--- src/rtl/stat_pkt_pkg.sv ---
package stat_pkt_pkg;
  localparam int MODE_W = 2;

  typedef enum logic [MODE_W-1:0] {
    RPT_OFF   = 2'd0,
    RPT_ONCE  = 2'd1,
    RPT_AUTO  = 2'd2,
    RPT_ONCE3 = 2'd3
  } rpt_mode_e;
endpackage

--- src/rtl/stat_pkt_chg.sv ---
module stat_pkt_chg #(
  parameter int W = 26
) (
  input  logic         clk,
  input  logic         arst,
  input  logic         srst,
  input  logic [W-1:0] word_in,
  output logic         changed
);
  logic [W-1:0] prev_q;

  always_ff @(posedge clk or posedge arst) begin
    if (arst)      prev_q <= '0;
    else if (srst) prev_q <= '0;
    else           prev_q <= word_in;
  end

  assign changed = (word_in != prev_q);
endmodule

--- src/rtl/stat_pkt_ctrl.sv ---
module stat_pkt_ctrl
  import stat_pkt_pkg::*;
#(
  parameter int BYTE_W   = 8,
  parameter int LOW_BITS = 2,
  localparam int SEQ_W   = BYTE_W - LOW_BITS
) (
  input  logic              clk,
  input  logic              arst,
  input  logic              srst,
  input  logic              cfg_we,
  input  logic [BYTE_W-1:0] cfg_wd,
  input  logic              changed,
  input  logic              accept,
  output logic [SEQ_W-1:0]  seq,
  output logic              pending
);
  rpt_mode_e mode_q;
  rpt_mode_e wr_mode;

  assign wr_mode = rpt_mode_e'(cfg_wd[MODE_W-1:0]);

  always_ff @(posedge clk or posedge arst) begin
    if (arst) begin
      mode_q  <= RPT_OFF;
      seq     <= '0;
      pending <= 1'b0;
    end else if (srst) begin
      mode_q  <= RPT_OFF;
      seq     <= '0;
      pending <= 1'b0;
    end else begin
      if (cfg_we) begin
        mode_q  <= wr_mode;
        seq     <= cfg_wd[BYTE_W-1:LOW_BITS];
        pending <= (wr_mode != RPT_OFF);
      end else if (accept) begin
        pending <= 1'b0;
      end else if (mode_q == RPT_AUTO && changed) begin
        pending <= 1'b1;
      end
    end
  end

  // Request persists until taken or overridden by a write
  assert_req_held_R2: assert property (@(posedge clk) disable iff (arst || srst)
    pending && !accept && !cfg_we |=> pending);

  // Off mode drops the request
  assert_off_drops_R8: assert property (@(posedge clk) disable iff (arst || srst)
    cfg_we && cfg_wd[MODE_W-1:0] == 2'd0 |=> !pending);

  // Single mode: nothing new after the packet is taken
  assert_once_only_R5: assert property (@(posedge clk) disable iff (arst || srst)
    (mode_q == RPT_ONCE || mode_q == RPT_ONCE3) && !pending && !cfg_we |=> !pending);
endmodule

--- src/rtl/stat_pkt_tx.sv ---
module stat_pkt_tx #(
  parameter int PAYLOAD_W   = 26,
  parameter int BYTE_W      = 8,
  parameter int LOW_BITS    = 2,
  parameter logic [7:0] ADDR = 8'h21,
  localparam int SEQ_W      = BYTE_W - LOW_BITS,
  localparam int SLICES     = (PAYLOAD_W - LOW_BITS + BYTE_W - 1) / BYTE_W,
  localparam int DATA_BYTES = SLICES + 1,
  localparam int SL_W       = SLICES * BYTE_W,
  localparam int CNT_W      = (DATA_BYTES > 1) ? $clog2(DATA_BYTES) : 1
) (
  input  logic                 clk,
  input  logic                 arst,
  input  logic                 srst,
  input  logic                 pending,
  input  logic [SEQ_W-1:0]     seq,
  input  logic [PAYLOAD_W-1:0] status_in,
  input  logic                 start,
  output logic                 rq,
  output logic                 accept,
  output logic                 busy,
  output logic [BYTE_W-1:0]    ad
);
  logic [PAYLOAD_W-1:0] hold_q;
  logic [SEQ_W-1:0]     seq_q;
  logic [CNT_W-1:0]     cnt_q;
  logic                 last;
  logic [SL_W-1:0]      upper;
  logic [BYTE_W-1:0]    data_b [DATA_BYTES];

  assign rq     = pending && !busy;
  assign accept = rq && start;
  assign last   = (cnt_q == CNT_W'(DATA_BYTES - 1));
  assign upper  = SL_W'(hold_q[PAYLOAD_W-1:LOW_BITS]);

  assign data_b[0] = {seq_q, hold_q[LOW_BITS-1:0]};

  generate
    for (genvar g = 0; g < SLICES; g++) begin : g_slice
      assign data_b[g+1] = upper[g*BYTE_W +: BYTE_W];
    end
  endgenerate

  always_ff @(posedge clk or posedge arst) begin
    if (arst) begin
      hold_q <= '0;
      seq_q  <= '0;
      cnt_q  <= '0;
      busy   <= 1'b0;
    end else if (srst) begin
      hold_q <= '0;
      seq_q  <= '0;
      cnt_q  <= '0;
      busy   <= 1'b0;
    end else if (accept) begin
      hold_q <= status_in;
      seq_q  <= seq;
      cnt_q  <= '0;
      busy   <= 1'b1;
    end else if (busy) begin
      if (last) busy  <= 1'b0;
      else      cnt_q <= cnt_q + 1'b1;
    end
  end

  always_comb begin
    if (busy)    ad = data_b[cnt_q];
    else if (rq) ad = BYTE_W'(ADDR);
    else         ad = '0;
  end

  // Data bytes start only after an accepted address byte
  assert_burst_after_ack_R3: assert property (@(posedge clk) disable iff (arst || srst)
    $rose(busy) |-> $past(accept));

  // Captured word frozen for the whole packet
  assert_hold_stable_R4: assert property (@(posedge clk) disable iff (arst || srst)
    busy && !last |=> $stable(hold_q) && $stable(seq_q));

  // Request drops once taken
  assert_rq_drop_R11: assert property (@(posedge clk) disable iff (arst || srst)
    accept |=> !rq);
endmodule

--- src/rtl/stat_pkt_ser.sv ---
module stat_pkt_ser #(
  parameter int PAYLOAD_W     = 26,
  parameter logic [7:0] ADDR  = 8'h21,
  localparam int BYTE_W       = 8,
  localparam int LOW_BITS     = 2
) (
  input  logic                 clk,
  input  logic                 arst,
  input  logic                 srst,
  input  logic                 cfg_we,
  input  logic [BYTE_W-1:0]    cfg_wd,
  input  logic [PAYLOAD_W-1:0] status_in,
  input  logic                 pkt_start,
  output logic                 pkt_rq,
  output logic [BYTE_W-1:0]    pkt_ad
);
  localparam int SEQ_W = BYTE_W - LOW_BITS;

  logic             changed;
  logic             accept;
  logic             busy;
  logic             pending;
  logic [SEQ_W-1:0] seq;

  stat_pkt_chg #(.W(PAYLOAD_W)) u_chg (
    .clk     (clk),
    .arst    (arst),
    .srst    (srst),
    .word_in (status_in),
    .changed (changed)
  );

  stat_pkt_ctrl #(.BYTE_W(BYTE_W), .LOW_BITS(LOW_BITS)) u_ctrl (
    .clk     (clk),
    .arst    (arst),
    .srst    (srst),
    .cfg_we  (cfg_we),
    .cfg_wd  (cfg_wd),
    .changed (changed),
    .accept  (accept),
    .seq     (seq),
    .pending (pending)
  );

  stat_pkt_tx #(
    .PAYLOAD_W (PAYLOAD_W),
    .BYTE_W    (BYTE_W),
    .LOW_BITS  (LOW_BITS),
    .ADDR      (ADDR)
  ) u_tx (
    .clk       (clk),
    .arst      (arst),
    .srst      (srst),
    .pending   (pending),
    .seq       (seq),
    .status_in (status_in),
    .start     (pkt_start),
    .rq        (pkt_rq),
    .accept    (accept),
    .busy      (busy),
    .ad        (pkt_ad)
  );

  // Address shown whenever a request is up
  assert_addr_on_rq_R2: assert property (@(posedge clk) disable iff (arst || srst)
    pkt_rq |-> pkt_ad == ADDR);

  // Stray start has no effect
  assert_stray_start_R9: assert property (@(posedge clk) disable iff (arst || srst)
    !pkt_rq && !busy && !cfg_we |=> !busy);

  // Synchronous reset clears the outputs
  assert_srst_clear_R10: assert property (@(posedge clk) disable iff (arst)
    srst |=> !pkt_rq && pkt_ad == '0);
endmodule

--- config.mk ---
export PLATFORM = sky130hd
export DESIGN_NAME = stat_pkt_ser
export DESIGN_NICKNAME = d
export VERILOG_FILES = /design/src/rtl/stat_pkt_pkg.sv /design/src/rtl/stat_pkt_chg.sv /design/src/rtl/stat_pkt_ctrl.sv /design/src/rtl/stat_pkt_tx.sv /design/src/rtl/stat_pkt_ser.sv
export SDC_FILE = /design/constraint.sdc
export NUM_CORES = 1
export LEC_CHECK = 0
export BUFFER_PORTS_ARGS = -buffer_cell sky130_fd_sc_hd__buf_2
export CAP_MARGIN = 10
export CORE_MARGIN = 4
export CORE_UTILIZATION = 56
export DETAILED_ROUTE_END_ITERATION = 10
export PLACE_DENSITY = 0.79
export SYNTH_ARGS = -nofsm -noshare
export SYNTH_HDL_FRONTEND = slang
export SYNTH_SLANG_ARGS = --single-unit
--- constraint.sdc ---
create_clock -name clk -period 2.79 [get_ports clk]
set_clock_uncertainty 0.15 [all_clocks]
set_input_delay 0.1395 -clock clk [delete_from_list [all_inputs] [get_ports clk]]
set_output_delay 0.1395 -clock clk [all_outputs]
set_load 0.05 [all_outputs]
# --- After elaboration in Yosys (flattened, before gate mapping) ---
# Index checks and enable logic that the tools add are counted.
classes:
  n_eq_ne: 4
  mux: 26
  shift: 0
  order_cmp: 1
  div: 0
  n_addsub: 1
  bitwise: 1
  mul: 0
  n_reduce_logical: 10
ops:
  columns: ["cell", "count"]
  rows:
  - ["2-to-1 mux 26 bit", 3]
  - ["2-to-1 mux 6 bit", 5]
  - ["!= test 26 bit", 1]
  - ["2-to-1 mux 8 bit", 3]
  - ["binary-select mux 8 bit (select 2 bit)", 1]
  - ["2-to-1 mux 2 bit", 6]
  - ["2-to-1 mux 1 bit", 8]
  - ["nonzero test 2 bit", 3]
  - ["equality test 2 bit, second input constant", 2]
  - ["nonzero test 4 bit", 1]
  - ["greater-or-equal comparator 3 bit, second input constant", 1]
  - ["logical AND 1 bit", 3]
  - ["!= test 3 bit, second input constant", 1]
  - ["inverter 2 -> 3 bit", 1]
  - ["nonzero test 3 bit", 1]
  - ["adder 2 x 1 -> 2 bit, second input constant", 1]
  - ["AND reduction 2 bit", 1]
  - ["logical NOT 1 bit", 1]
word_totals:
  out_inout_bits: 9
  wordCells: 51
  regBits: 70
  mem_bits_ro: 0
  latch_bits: 0
  input_bits: 39
  n_memories: 0
  ramBits: 0

# --- Logic depth before layout (Yosys ltp) ---
depth:
  word_depth: 6
  depth_mapped: 7
  depth_no_buf: 5

# --- Modules after synthesis ---
# From an unflattened synthesis, not the netlist that was laid out.
hier_totals:
  hier_cells: 233
  area_unflattened_um2: 3144.3
modules_own_cells:
  columns: ["module", "cells_each", "area_per_inst_um2", "instances", "seq_area_each_um2"]
  rows:
  - ["stat_pkt_tx", 110, 1632.8, 1, 875.8]
  - ["stat_pkt_chg", 90, 1108.6, 1, 650.6]
  - ["stat_pkt_ctrl", 33, 402.9, 1, 225.2]

# --- Worst setup path after synthesis ---
# Ideal clock, no wire load.
synth_path:
  path_type: "register to output"
  from: "register u_tx.cnt_q[1]"
  to: "output port pkt_ad[0]"
  t_required_ns: 2.501
  t_arrival_ns: 1.445
  path_stages_with_launch: 5
  n_path_buf: 1
  slack_ns: 1.056
  path_cell_list: "dfrtp_1 > buf_2 > mux4_2 > nand2_1 > nand2_1"
synth_via:
  elab_chain_len: 5
synth_rtl:
  columns: ["element", "line_no", "rtl"]
  rows:
  - ["start, declared", "stat_pkt_tx.sv:26", "logic [CNT_W-1:0] cnt_q;"]
  - ["start signal, assigned", "stat_pkt_tx.sv:62", "else cnt_q <= cnt_q + 1'b1;"]
  - ["inverter 2 -> 3 bit (not written as such)", "stat_pkt_tx.sv:67", "if (busy) ad = data_b[cnt_q];"]
  - ["binary-select mux 8 bit (select 2 bit)", "stat_pkt_tx.sv:67", null]
  - ["2-to-1 mux 8 bit (not written as such) (2 in a row)", "stat_pkt_tx.sv:67", null]
  - ["2-to-1 mux 8 bit", "stat_pkt_tx.sv:67", null]
  - ["end, declared", "stat_pkt_ser.sv:15", "output logic [BYTE_W-1:0] pkt_ad"]
# Every way passes these cells. The select of a mux whose other input is x is not followed.

# --- Final worst setup path ---
layout_path:
  from: "register u_tx.cnt_q[1]"
  to: "output port pkt_ad[2]"
# The elaborated chain is that of the path after synthesis.

==> results.cfg <==
[status]
status = finished clean

[timing]
period_minus_slack_ns = 2.30
holdWs_ns = 0.115
worst_pin_slew_ns = 0.854
min_period_over_period_pct = 82.5
max_freq_mhz = 435
rsz0062_at_grt = false
hold_viol = 0
setup-violations-final = 0
slew_headroom_pct = 43.1
tns_ns = 0
slew_violations = 0
timing.final.ws_setup_ns = 0.489

[global_routing]
grt_antenna_before_repair = 0
grt_pass1_vias = 2443
grt_usage_pct = 21.7
grt_overflow_total = 0
grt_first_pass_wirelength_um = 11800
grt_max_degree = 71

[detailed_routing]
routed_wirelength_um = 6880
drtIter0Drc = 150
avgViaCountPerCell = 5.22
wl_per_cell_um = 15.0
via_count = 2390
drt-pass1-iter-count = 4
drc = 0
ant_nets = 0

[place]
place_ws_ns = 0.835
hpwl_um = 4390
placed_area_sq_um = 3430
globalplace.congestion = 0.777
port_buffers = 47

[clocking]
cts-htree-levels = 3
clock_latency_ns = 0.35
cts_num_sinks = 70
cts_tree = built
clk_pin_slew_ns = 0.07
root_buffer = clkbuf_8
clk_path_buf_depth = 2
cts_buffers = 9
cts_resized = 0

[synth]
async_flop_share_pct = 100
ys_types = 26
postSynthCellCount = 300
synth-seq-area-share_pct = 55.5
syn_area_sq_um = 3150
syn_area_per_cell_sq_um = 10.5
syn_nets = 340
synth_seq_cells = 70
yosysWarnings = 0
ys.flop_type = dfrtp_1
synth_edf_count = 0

[pwr]
power_leakage_nw = 1.78
seqPwrFrac_pct = 51.4
netSwitchingFraction_pct = 25.5
total_power_mw = 2.11
clkPwrFrac_pct = 36.1
power.net_switching_mw = 0.539
comb_power_share_pct = 12.5
power_density_nw_per_um2 = 531
ir_drop_v = 0.000344
p_int_mw = 1.58

[worst_setup_path]
critPathSlowestCell = dfrtp_1
cp_slowest_stage_delay_ns = 0.71
crit_path_end_kind = output pin
arrival_ns = 2.01
critPathLaunchType = register
crit_type = register to output pin
critical_path.cell_chain = mux4_2 > and2_1 > buf_2
crit_fanout = 10
cp.required_ns = 2.50

[floorplan]
initial_core_util_pct = 57.6
core_sq_um = 5470
rows = 27
die_area_sq_um = 6900
io_pins = 48
die_w_um = 83.1
die_h_um = 83.1

[final_layout]
area_growth_pct = 26.2
diodes = 0
fin_area_sq_um = 3980
drive_above_1_share_pct = 20.7
nets = 421

[flow_run]
drv_cap = 0

[worst_hold_path]
holdCritPathClass = primary input to register
## logic make-up (layout without fill, tap and decap cells)
family,after synthesis,after routing,share of synthesized area [%]
AND/OR/NAND/NOR,126,126,18.8
flip-flops,70,70,55.5
AO/OA/AOI/OAI,39,39,6.54
XOR/XNOR,26,26,7.22
buffers and inverters,22,108,3.25
multiplexers,16,16,8.25
adder cells (fa/ha/maj),1,1,0.397
## power by group through the flow
stage | Combinational [mW] | Clock, mW | Sequential [mW]
after global placement | 0.221 | 0 | 1.10
after floorplan | 0.159 | 0 | 1.09
final | 0.264 | 0.764 | 1.09
after global routing | 0.293 | 0.830 | 1.09
after detailed placement | 0.225 | 0 | 1.11
after CTS | 0.265 | 0.780 | 1.09
## final cells by class
| cell class | count | area, sq um |
|---|---|---|
| Inverter | 3 | 11.3 |
| Clock buffer | 13 | 169 |
| Clock inverter | 3 | 17.5 |
| Fill cell | 396 | 1490 |
| Multi-Input combinational cell | 208 | 1300 |
| Tap cell | 72 | 90.1 |
| Timing Repair Buffer | 89 | 641 |
| Sequential cell | 70 | 1750 |
## path summary, 6_finish.rpt
kind	from	to	slack [ns]	depth (start not counted)
worst max-delay path	u_tx.cnt_q[1]	pkt_ad[2]	0.49	3
worst min-delay path	cfg_we	u_ctrl.seq[3]	0.12	3
worst max register to register	u_tx.busy	u_tx.hold_q[5]	0.85	6
worst min register to register	u_tx.hold_q[2]	u_tx.hold_q[2]	0.37	2
max in group asynchronous	arst	u_tx.cnt_q[0]	1.49	4
min in group asynchronous	arst	u_chg.prev_q[7]	0.45	4
## synth_stat cells, types with 2 or more instances
library cell	n	area share [%]
nand2_1	69	8.2
nand3_1	3	0.48
clkbuf_1	9	1.1
nor3_1	2	0.32
a21oi_1	36	5.7
mux4_2	8	5.7
buf_4	3	0.71
nor2_1	8	0.95
buf_2	7	1.1
mux2i_1	8	2.5
xnor2_1	26	7.2
nand4_1	6	1.2
dfrtp_1	70	56
nor2b_1	26	5.2
and2_1	7	1.4
inv_1	2	0.24
## cells in the final DEF, fill, tap and decap left out
cell type,netlist,layout
clkbuf_8,0,12
clkbuf_1,9,1
o31a_1,1,1
nor2_1,8,8
or2_0,1,1
and2_1,7,7
nand2b_2,1,1
ha_1,1,1
o21ai_1,1,1
nand3_1,3,3
a211oi_2,1,1
inv_1,2,1
dlygate4sd3_1,0,36
buf_4,3,6
xnor2_1,26,26
clkinv_2,0,2
buf_2,7,47
mux4_2,8,8
nand2_1,69,69
dfrtp_1,70,70
nand2b_1,1,1
nor4_1,1,1
inv_2,1,2
a21oi_1,36,36
clkinvlp_4,0,1
nor3_1,2,2
nand4_1,6,6
nand3b_1,1,1
nor2b_1,26,26
mux2i_1,8,8
## sequential cells by signal, indices dropped and copies added, names as in the netlist
name            flops
u_chg.prev_q       26
u_tx.hold_q        26
u_ctrl.seq          6
u_tx.seq_q          6
u_ctrl.mode_q       2
u_tx.cnt_q          2
u_ctrl.pending      1
u_tx.busy           1
## through the flow
step           util, %  cells
6_report          72.7    458
5_1_grt           72.7    458
4_1_cts           72.7    458
3_5_place_dp      62.7    406
3_3_place_gp      62.7    406
2_1_floorplan        -    300
## layer usage
metal	track usage (%)	part of all wire (%)	up-vias
met5	0	0	-
met4	10.7	3.1	0
met3	4.17	4.4	17
met2	34.2	49	66
li1	-	-	1144
met1	29.0	44	1163
## repair_timing
action / CTS / global route
buffers inserted: 0 / 0
endpoints found under the setup margin: 0 / 0
hold buffers: 36 / 0
endpoints found under the hold margin: 130 / 0
## worst max-delay path: cells and delay by family (launching register included)
family | cells | cell delay [ns]
muxes | 1 | 0.57
and+or+nand+nor | 1 | 0.18
buffers and inverters | 1 | 0.21
DFF | 1 | 0.71
(Power assumes the default switching activity.)
